[src/rtl/zf_pkg.sv]
package zf_pkg;
  localparam logic [15:0] OFS_FIRST = 16'h3030;
  localparam logic [15:0] OFS_LAST  = 16'h3038;
  localparam logic [15:0] OFS_CMD   = 16'h3800;
  localparam logic [31:0] CMD_ZERO  = 32'h0000_0011;

  typedef enum logic {ST_IDLE, ST_RUN} zf_state_e;
endpackage

[src/rtl/zf_regfile.sv]
module zf_regfile
  import zf_pkg::*;
#(
  parameter int BUS_AW = 16,
  parameter int DW     = 32
) (
  input  logic              clk,
  input  logic              rst,
  input  logic              wen,
  input  logic              ren,
  input  logic [BUS_AW-1:0] addr,
  input  logic [DW-1:0]     wdata,
  output logic [DW-1:0]     rdata,
  input  logic              busy,
  output logic [DW-1:0]     first_o,
  output logic [DW-1:0]     last_o,
  output logic              start_o,
  output logic              err_o
);
  logic [DW-1:0] first_q, last_q, cmd_q;
  logic          err_q;
  logic          cmd_wr, cmd_take, cmd_good;

  assign cmd_wr   = wen && (addr == BUS_AW'(OFS_CMD));
  assign cmd_take = cmd_wr && !busy;
  assign cmd_good = (wdata == DW'(CMD_ZERO)) && (last_q >= first_q);
  assign start_o  = cmd_take && cmd_good;

  always_ff @(posedge clk) begin
    if (rst) begin
      first_q <= '0;
      last_q  <= '0;
      cmd_q   <= '0;
      err_q   <= 1'b0;
    end else if (wen) begin
      if (addr == BUS_AW'(OFS_FIRST)) first_q <= wdata;
      if (addr == BUS_AW'(OFS_LAST))  last_q  <= wdata;
      if (cmd_take) begin
        cmd_q <= wdata;
        err_q <= !cmd_good;
      end
    end
  end

  always_ff @(posedge clk) begin
    if (rst) begin
      rdata <= '0;
    end else if (ren) begin
      if (addr == BUS_AW'(OFS_FIRST))     rdata <= first_q;
      else if (addr == BUS_AW'(OFS_LAST)) rdata <= last_q;
      else if (addr == BUS_AW'(OFS_CMD))  rdata <= cmd_q;
      else                                rdata <= '0;
    end
  end

  assign first_o = first_q;
  assign last_o  = last_q;
  assign err_o   = err_q;

  assert_busy_cmd_ignored_R9: assert property (@(posedge clk) disable iff (rst)
    (busy && cmd_wr) |=> ($stable(err_q) && $stable(cmd_q)));
endmodule

[src/rtl/zf_chunker.sv]
module zf_chunker
  import zf_pkg::*;
#(
  parameter int DW          = 32,
  parameter int CHUNK_BYTES = 4096,
  parameter int LEN_W       = $clog2(CHUNK_BYTES) + 1
) (
  input  logic             clk,
  input  logic             rst,
  input  logic             start,
  input  logic [DW-1:0]    first,
  input  logic [DW-1:0]    last,
  input  logic             mem_ready,
  output logic             mem_req,
  output logic [DW-1:0]    mem_addr,
  output logic [LEN_W-1:0] mem_len,
  output logic             done
);
  localparam int RW = DW + 1;
  localparam logic [RW-1:0] CHUNK_R = RW'(CHUNK_BYTES);

  zf_state_e         state_q;
  logic [DW-1:0]     addr_q;
  logic [LEN_W-1:0]  len_q;
  logic [RW-1:0]     rem_q;
  logic              done_q;
  logic [RW-1:0]     span;
  logic [LEN_W-1:0]  take_first, take_next;

  function automatic logic [LEN_W-1:0] take(input logic [RW-1:0] r);
    return (r > CHUNK_R) ? LEN_W'(CHUNK_BYTES) : r[LEN_W-1:0];
  endfunction

  assign span       = {1'b0, last} - {1'b0, first} + RW'(1);
  assign take_first = take(span);
  assign take_next  = take(rem_q);

  always_ff @(posedge clk) begin
    if (rst) begin
      state_q <= ST_IDLE;
      addr_q  <= '0;
      len_q   <= '0;
      rem_q   <= '0;
      done_q  <= 1'b0;
    end else begin
      done_q <= 1'b0;
      case (state_q)
        ST_IDLE: begin
          if (start) begin
            addr_q  <= first;
            len_q   <= take_first;
            rem_q   <= span - RW'(take_first);
            state_q <= ST_RUN;
          end
        end
        ST_RUN: begin
          if (mem_ready) begin
            if (rem_q == '0) begin
              state_q <= ST_IDLE;
              len_q   <= '0;
              done_q  <= 1'b1;
            end else begin
              addr_q <= addr_q + DW'(len_q);
              len_q  <= take_next;
              rem_q  <= rem_q - RW'(take_next);
            end
          end
        end
        default: state_q <= ST_IDLE;
      endcase
    end
  end

  assign mem_req  = (state_q == ST_RUN);
  assign mem_addr = addr_q;
  assign mem_len  = len_q;
  assign done     = done_q;

  assert_hold_while_stalled_R5: assert property (@(posedge clk) disable iff (rst)
    (mem_req && !mem_ready) |=> (mem_req && $stable(mem_addr) && $stable(mem_len)));

  assert_len_in_range_R4: assert property (@(posedge clk) disable iff (rst)
    mem_req |-> (mem_len != '0 && mem_len <= LEN_W'(CHUNK_BYTES)));

  assert_contiguous_R4: assert property (@(posedge clk) disable iff (rst)
    (mem_req && mem_ready && rem_q != '0) |=>
      (mem_addr == $past(mem_addr) + DW'($past(mem_len))));

  assert_done_after_last_R6: assert property (@(posedge clk) disable iff (rst)
    done |-> (!mem_req && $past(mem_req && mem_ready)));
endmodule

[src/rtl/zfill_engine.sv]
module zfill_engine
  import zf_pkg::*;
#(
  parameter int BUS_AW      = 16,
  parameter int DW          = 32,
  parameter int CHUNK_BYTES = 4096,
  localparam int LEN_W      = $clog2(CHUNK_BYTES) + 1
) (
  input  logic              clk,
  input  logic              rst,
  input  logic              bus_wen,
  input  logic              bus_ren,
  input  logic [BUS_AW-1:0] bus_addr,
  input  logic [DW-1:0]     bus_wdata,
  output logic [DW-1:0]     bus_rdata,
  output logic              mem_req,
  output logic [DW-1:0]     mem_addr,
  output logic [LEN_W-1:0]  mem_len,
  input  logic              mem_ready,
  output logic              busy,
  output logic              done,
  output logic              err
);
  logic [DW-1:0] first_w, last_w;
  logic          start_w, req_w;

  zf_regfile #(.BUS_AW(BUS_AW), .DW(DW)) u_regs (
    .clk     (clk),
    .rst     (rst),
    .wen     (bus_wen),
    .ren     (bus_ren),
    .addr    (bus_addr),
    .wdata   (bus_wdata),
    .rdata   (bus_rdata),
    .busy    (req_w),
    .first_o (first_w),
    .last_o  (last_w),
    .start_o (start_w),
    .err_o   (err)
  );

  zf_chunker #(.DW(DW), .CHUNK_BYTES(CHUNK_BYTES), .LEN_W(LEN_W)) u_chunk (
    .clk       (clk),
    .rst       (rst),
    .start     (start_w),
    .first     (first_w),
    .last      (last_w),
    .mem_ready (mem_ready),
    .mem_req   (req_w),
    .mem_addr  (mem_addr),
    .mem_len   (mem_len),
    .done      (done)
  );

  assign mem_req = req_w;
  assign busy    = req_w;

  assert_no_busy_with_err_R8: assert property (@(posedge clk) disable iff (rst)
    !(busy && err));

  assert_start_sets_busy_R3: assert property (@(posedge clk) disable iff (rst)
    start_w |=> (busy && mem_addr == $past(first_w)));
endmodule

[config.mk]
export PLATFORM = sky130hd
export DESIGN_NAME = zfill_engine
export DESIGN_NICKNAME = d
export VERILOG_FILES = /design/src/rtl/zf_pkg.sv /design/src/rtl/zf_regfile.sv /design/src/rtl/zf_chunker.sv /design/src/rtl/zfill_engine.sv
export SDC_FILE = /design/constraint.sdc
export NUM_CORES = 1
export LEC_CHECK = 0
export CAP_MARGIN = 40
export CORE_AREA = 2 2 155 157
export CTS_BUF_LIST = sky130_fd_sc_hd__clkbuf_2
export CTS_CLUSTER_DIAMETER = 80
export DETAILED_ROUTE_END_ITERATION = 6
export DIE_AREA = 0 0 157 159
export HOLD_SLACK_MARGIN = 0.03
export PLACE_DENSITY = 0.82
export SLEW_MARGIN = 30
export SYNTH_ARGS = -nofsm -noshare
export SYNTH_HDL_FRONTEND = slang
export SYNTH_HIERARCHICAL = 1
export SYNTH_SLANG_ARGS = --single-unit
[constraint.sdc]
create_clock -name clk -period 8 [get_ports clk]
set_input_delay 2.4 -clock clk [delete_from_list [all_inputs] [get_ports clk]]
set_output_delay 2.4 -clock clk [all_outputs]
set_load 0.02 [all_outputs]
==> impl_metrics.json, run 1 <==
{
  "dieArea_mm2": 0.0250,
  "post_cts_resized": 0,
  "slew_viol_final": 0,
  "total_leakage_power_nw": 6.01,
  "start_util_pct": 59.1,
  "portBuffers": 133,
  "vdd.ir_drop.worst_mv": 0.115,
  "netlist.area_leader.share_pct": 30.5,
  "grt_pass1_vias": 13400,
  "grtUsageTotal_pct": 33.5,
  "synth_cell_type_count": 85,
  "routed_wl_um": 43200,
  "grt_remaining_overflow": 0,
  "fill_cells": 1994,
  "place_inst": 2119,
  "num_vias": 14400,
  "synthArstFlopShare_pct": 0,
  "fin_area_mm2": 0.0158,
  "drtAntennaViolNets": 0,
  "cpPeakStageDelay_ps": 670,
  "worst_path_max_delay_cell": "or4_1",
  "final_nets": 2027,
  "fin_util_pct": 68.0,
  "antenna_found_initial": 1,
  "fin_cells": 2228,
  "worstPathArrival_ps": 7480,
  "hold_path_class": "reg -> reg",
  "rsz0062_at_grt": "false",
  "setup_viol": 0,
  "cp_cell_sequence": "ha_1, inv_1, ha_1, inv_1, fa_1, nor2b_4, o31ai_4, a211o_1, a31oi_1, xor2_1, nor4_4, or4b_1, or4_1, or2_1, nand2_1, ha_1, a21oi_1, nor4_1, a21oi_1, and3_1, o31a_1",
  "end_kind": "register",
  "netlist_instances": 1746,
  "grt_pass1_wl_um": 68400,
  "fin_crit_ps": 6770,
  "core_area_mm2": 0.0232,
  "io_pins": 134,
  "tritoncts": "built",
  "clk_pin_slew_ps": 110,
  "post-cts-setup-buffer-count": 0,
  "tightest_slew_ps": 883,
  "globalplace.congestion": 0.943,
  "final_common_cell": "dfxtp_1",
  "clkLatencyLatePin_ps": 890,
  "crit_path_start_kind": "register",
  "cp_common_cell": "ha_1",
  "cts-root-buf": "clkbuf_2",
  "viasPerCell": 6.44,
  "ys_seq_area_share_pct": 30.5,
  "worstPathRequired_ps": 8710,
  "max_freq_ghz": 0.148,
  "path_max_fanout": 16,
  "postSynthAreaPerCell_um2": 7.85,
  "synth_area_leaders": "dfxtp_1 31%, ha_1 10%, a21oi_1 5.8%",
  "finalClockSkew_ps": 83.6,
  "first_pass_iters": 6,
  "cts_hold_buf": 0,
  "dpl-instance-area_mm2": 0.0152,
  "drive_above_1_share_pct": 8.07,
  "crit_type": "reg -> reg",
  "cts_inserted_buffers": 56,
  "synth.largest_area_cell": "dfxtp_1",
  "syn_to_final_growth_pct": 15.1,
  "yosys_warnings": 6,
  "p_per_area_mw_per_mm2": 122,
  "cts.sinks": 209,
  "die_w_um": 157,
  "cts_buffer_depth": 3,
  "h-tree-depth": 2,
  "ys_seq_elements": 209,
  "hold_viol": 0,
  "syn-cell-area_mm2": 0.0137,
  "mostFrequentLayoutCells": "209 x dfxtp_1, 191 x nor2_1, 191 x nand2_1",
  "maxSlewHeadroom_pct": 41.0,
  "synthFlopType": "dfxtp_1",
  "hpwl_um": 30800,
  "grt_max_degree": 114,
  "maxCapViolCount": 0,
  "synth-edff-count": 0,
  "die_h_um": 159,
  "r2r_slack_ps": 1230,
  "finalSetupTns_ps": 0,
  "post-route-period-util_pct": 84.7,
  "p_total_w": 0.00193,
  "drc": 0,
  "post_drt_wl_per_cell_um": 19.4,
  "status": "finished, final reports clean",
  "num_rows": 56,
  "first_iter_violations": 1808
}
## state kept, by name (all words and copies together), names as in the netlist
name              count
u_regs/err_o          1
u_regs/last_o        32
u_chunk/mem_len      13
u_regs/first_o       32
u_chunk/done          1
u_chunk/mem_req       1
u_chunk/mem_addr     32
u_regs/cmd_q         32
u_chunk/rem_q        33
u_regs/rdata         32
## per-stage QoR
stage / setup WS [ps] / hold WS (ps)
floorplan: 2290 / 431
global placement: 1460 / 437
detailed placement: 1370 / 443
CTS: 1340 / 457
global route: 785 / 472
finish: 1230 / 458
## synth_stat cells (7+ instances only)
cell      number
mux2i_1       37
clkbuf_1      79
o22ai_1       10
and3_1        19
nor2b_1       10
a21oi_1      159
ha_1         110
buf_2         12
o31ai_1        8
or3_1         16
and2_1         9
nand2_1      191
nand3_1       67
o21ai_0       65
nand2b_1      11
or4_1         10
nor4_1        28
a22oi_1       10
nor2_1       191
nor3_1        38
dfxtp_1      209
a222oi_1      41
a32oi_1        7
o221ai_1       7
nand4_1       13
xor2_1        15
a311oi_1       8
a211oi_1      64
a31oi_1       20
o21a_1        12
a21o_1        25
inv_1         88
xnor2_1       25
o21ai_1        7
a211o_1        8
o31a_1         7
## per-layer routing
| layer | GRT usage (%) | wire length [um] |
|---|---|---|
| met1 | 47.0 | 18500 |
| met4 | 11.8 | 1260 |
| met3 | 5.63 | 4200 |
| met2 | 51.8 | 19200 |
| met5 | 0 | 0 |
## logic make-up (layout without fill, tap and decap cells)
| kind of cell | after synthesis | after routing | synth area share [%] |
|---|---|---|---|
| adder cells (fa/ha/maj) | 112 | 112 | 10.3 |
| flip-flops | 209 | 209 | 30.5 |
| multiplexers | 40 | 40 | 2.95 |
| buffers and inverters | 189 | 350 | 5.67 |
| XOR/XNOR | 40 | 40 | 2.56 |
| AND/OR/NAND/NOR | 632 | 632 | 21.8 |
| other | 1 | 3 | 0.0274 |
| AO/OA/AOI/OAI | 523 | 523 | 26.1 |
## area by class of cell
| class | count | area [um^2] | share of cell area, % |
|---|---|---|---|
| Antenna cell | 1 | 2.50 | 0.0159 |
| Tap cell | 319 | 399 | 2.53 |
| Clock inverter | 24 | 105 | 0.666 |
| Multi-Input combinational cell | 1349 | 8800 | 55.8 |
| Timing Repair Buffer | 158 | 1550 | 9.84 |
| Clock buffer | 80 | 400 | 2.54 |
| Sequential cell | 209 | 4180 | 26.5 |
| Inverter | 88 | 330 | 2.09 |
## power by group
| part | internal [W] | leakage (nW) | switching [W] |
|---|---|---|---|
| registers | 0.00105 | 1.69 | 0.00000410 |
| clock network | 0.000277 | 0.394 | 0.000472 |
| logic | 0.0000529 | 3.93 | 0.0000723 |
## critical path, delay by kind of cell (launching register included)
kind | cells | cell delay [ps]
simple gates | 8 | 3130
fa+ha+maj | 4 | 1400
flops | 1 | 430
buf+inv | 2 | 130
compound gates | 6 | 1300
xor+xnor | 1 | 200
## path summary, 6_finish.rpt
kind                        to         startpoint  depth (start not counted)
max          u_chunk/rem_q[18]  u_regs/first_o[1]                         21
min reg2reg   u_regs/cmd_q[17]   u_regs/cmd_q[17]                          2
min           u_regs/cmd_q[17]   u_regs/cmd_q[17]                          2
max reg2reg  u_chunk/rem_q[18]  u_regs/first_o[1]                         21
No activity file was read; power rests on OpenSTA's default activity.
==> run 2: changes to the inputs <==
Settings changed: CORE_AREA 2 2 155 157 to 2 2 163 165, DIE_AREA 0 0 157 159 to 0 0 165 167, PLACE_DENSITY 0.82 to 0.78.
Clock period 8 ns to 6.2 ns, I/O delays scaled along.
==> run 2 against run 1 <==
The flow now finishes with violations (DRC). Largest cell class unchanged. Highest routed layer unchanged. Sequential power is 30% higher. Die area is 10% higher. Cell area is 1.1% higher.
==> impl_metrics.json, run 2 (synthesis results as in run 1) <==
{
  "use_met2_pct": 47.8,
  "cp-startpoint": "u_regs/last_o[1]",
  "post_drt_wl_per_cell_um": 19.7,
  "core_area_mm2": 0.0258,
  "drc": 22,
  "num_vias": 14200,
  "multi_input_comb_area_mm2": 0.00883,
  "portBuffers": 133,
  "cts.sinks": 209,
  "dpl-instance-area_mm2": 0.0154,
  "r2r-start": "u_regs/last_o[1]",
  "finalClockSkew_ps": 75.9,
  "grtUsageTotal_pct": 31.3,
  "fin_hold_ws_ps": 458,
  "tightest_slew_ps": 863,
  "globalplace.congestion": 0.987,
  "top_usage_layer": "met2",
  "mostFrequentLayoutCells": "209 x dfxtp_1, 191 x nor2_1, 191 x nand2_1",
  "crit_type": "reg -> reg",
  "violations": "DRC",
  "drtAntennaViolNets": 0,
  "grt_remaining_overflow": 0,
  "hold_start": "u_regs/cmd_q[18]",
  "clkLatencyLatePin_ps": 880,
  "r2r_cells": 22,
  "fin_area_mm2": 0.0160,
  "p_per_area_mw_per_mm2": 154,
  "hold_viol": 0,
  "vdd.ir_drop.worst_mv": 0.125,
  "first_pass_iters": 7,
  "grt_pass1_vias": 13200,
  "fill_cells": 2340,
  "setup_viol": 0,
  "post-route-period-util_pct": 95.6,
  "syn_to_final_growth_pct": 16.4,
  "path_max_fanout": 6,
  "fin_cells": 2257,
  "ff_latch_area_mm2": 0.00418,
  "viasPerCell": 6.31,
  "final_nets": 2046,
  "routed_wl_um": 44400,
  "cts-root-buf": "clkbuf_2",
  "finalSetupTns_ps": 0,
  "hpwl_um": 32100,
  "slew_viol_final": 0,
  "p_total_w": 0.00246,
  "fin_crit_ps": 5930,
  "largest_reg_flops": 33,
  "place_inst": 2153,
  "io_pins": 134,
  "grt_pass1_wl_um": 69800,
  "first_iter_violations": 1528,
  "grt_util_met1_pct": 43.1,
  "drive_above_1_share_pct": 9.16,
  "num_rows": 59,
  "clk_pin_slew_ps": 90,
  "status": "complete, but fails checks",
  "start_util_pct": 53.2,
  "hold_path_depth": 2,
  "max_freq_ghz": 0.169,
  "final_common_cell": "dfxtp_1",
  "cts_buffer_depth": 3,
  "grt_use_met3_pct": 8.00,
  "antenna_found_initial": 1,
  "cts_inserted_buffers": 56,
  "tritoncts": "built",
  "h-tree-depth": 2,
  "hold_path_class": "reg -> reg",
  "total_leakage_power_nw": 6.08,
  "end_kind": "register",
  "worstPathRequired_ps": 6940,
  "regMostFlops": "u_chunk/rem_q",
  "die_h_um": 167,
  "worstPathArrival_ps": 6670,
  "die_w_um": 165,
  "dieArea_mm2": 0.0276,
  "maxCapViolCount": 0,
  "crit_path_start_kind": "register",
  "grt_max_degree": 112,
  "maxSlewHeadroom_pct": 41.8
}
[run 2: cell count changes in the layout (fill, tap and decap cells not counted), moves of 2 or more]
cell,before,now
or4_4,0,3
clkinv_2,8,4
clkbuf_2,81,78
buf_4,22,39
nor4_1,25,23
or4_1,10,7
buf_12,0,2
nor4_2,5,7
[run 2: timing repair]
| action | 4_1_cts | 5_1_grt |
|---|---|---|
| hold buffers | 0 | 0 |
| endpoints found under the setup margin | 0 | 7 |
| gates resized for setup | 0 | 10 |
| buffers inserted | 0 | 3 |
[run 2: stage by stage]
step	worst slack [ps]	util (%)
floorplan	486	-
detailed placement	227	59.7
CTS	145	61.5
global placement	387	59.5
global route	-6.04	61.9
finish	274	61.9
[run 2: worst max-delay path, stage by stage (launching register included)]
cell	delay, ps
dfxtp_1	390
inv_1	60
ha_1	270
inv_1	60
ha_1	220
inv_1	70
fa_1	430
xnor2_1	200
or2_1	270
nand2b_1	180
or4_4	560
or4_4	540
o21a_1	200
or4_4	560
or2_1	260
nand2_1	90
ha_2	240
a21oi_1	90
nor4_2	440
a21oi_2	140
buf_4	170
a211o_1	290
o211ai_1	80
[run 2: layout make-up]
type                            count  share of cell area (%)
Tap cell                          335                    2.63
Sequential cell                   209                    26.2
Clock inverter                     20                   0.533
Antenna cell                        1                  0.0157
Clock buffer                       78                    2.45
Multi-Input combinational cell   1349                    55.4
Timing Repair Buffer              177                    10.7
Inverter                           88                    2.07
[run 2: path summary, 6_finish.rpt]
check	endpoint	slack, ps
max	u_chunk/rem_q[20]	270
min	u_regs/cmd_q[18]	460
max reg2reg	u_chunk/rem_q[20]	270
min reg2reg	u_regs/cmd_q[18]	460
[run 2: layer usage]
metal	wire length (um)	up-vias	part of all wire [%]
met4	1210	0	2.7
met2	19500	740	44
met5	0	-	0
met1	19200	6620	43
li1	-	6779	-
met3	4480	110	10
[run 2: report_power, final]
group	total, W	leakage, nW	switching (W)	internal (W)
Clock	0.000933	0.370	0.000589	0.000344
Combinational	0.000165	4.02	0.0000949	0.0000704
Sequential	0.00136	1.69	0.00000527	0.00135
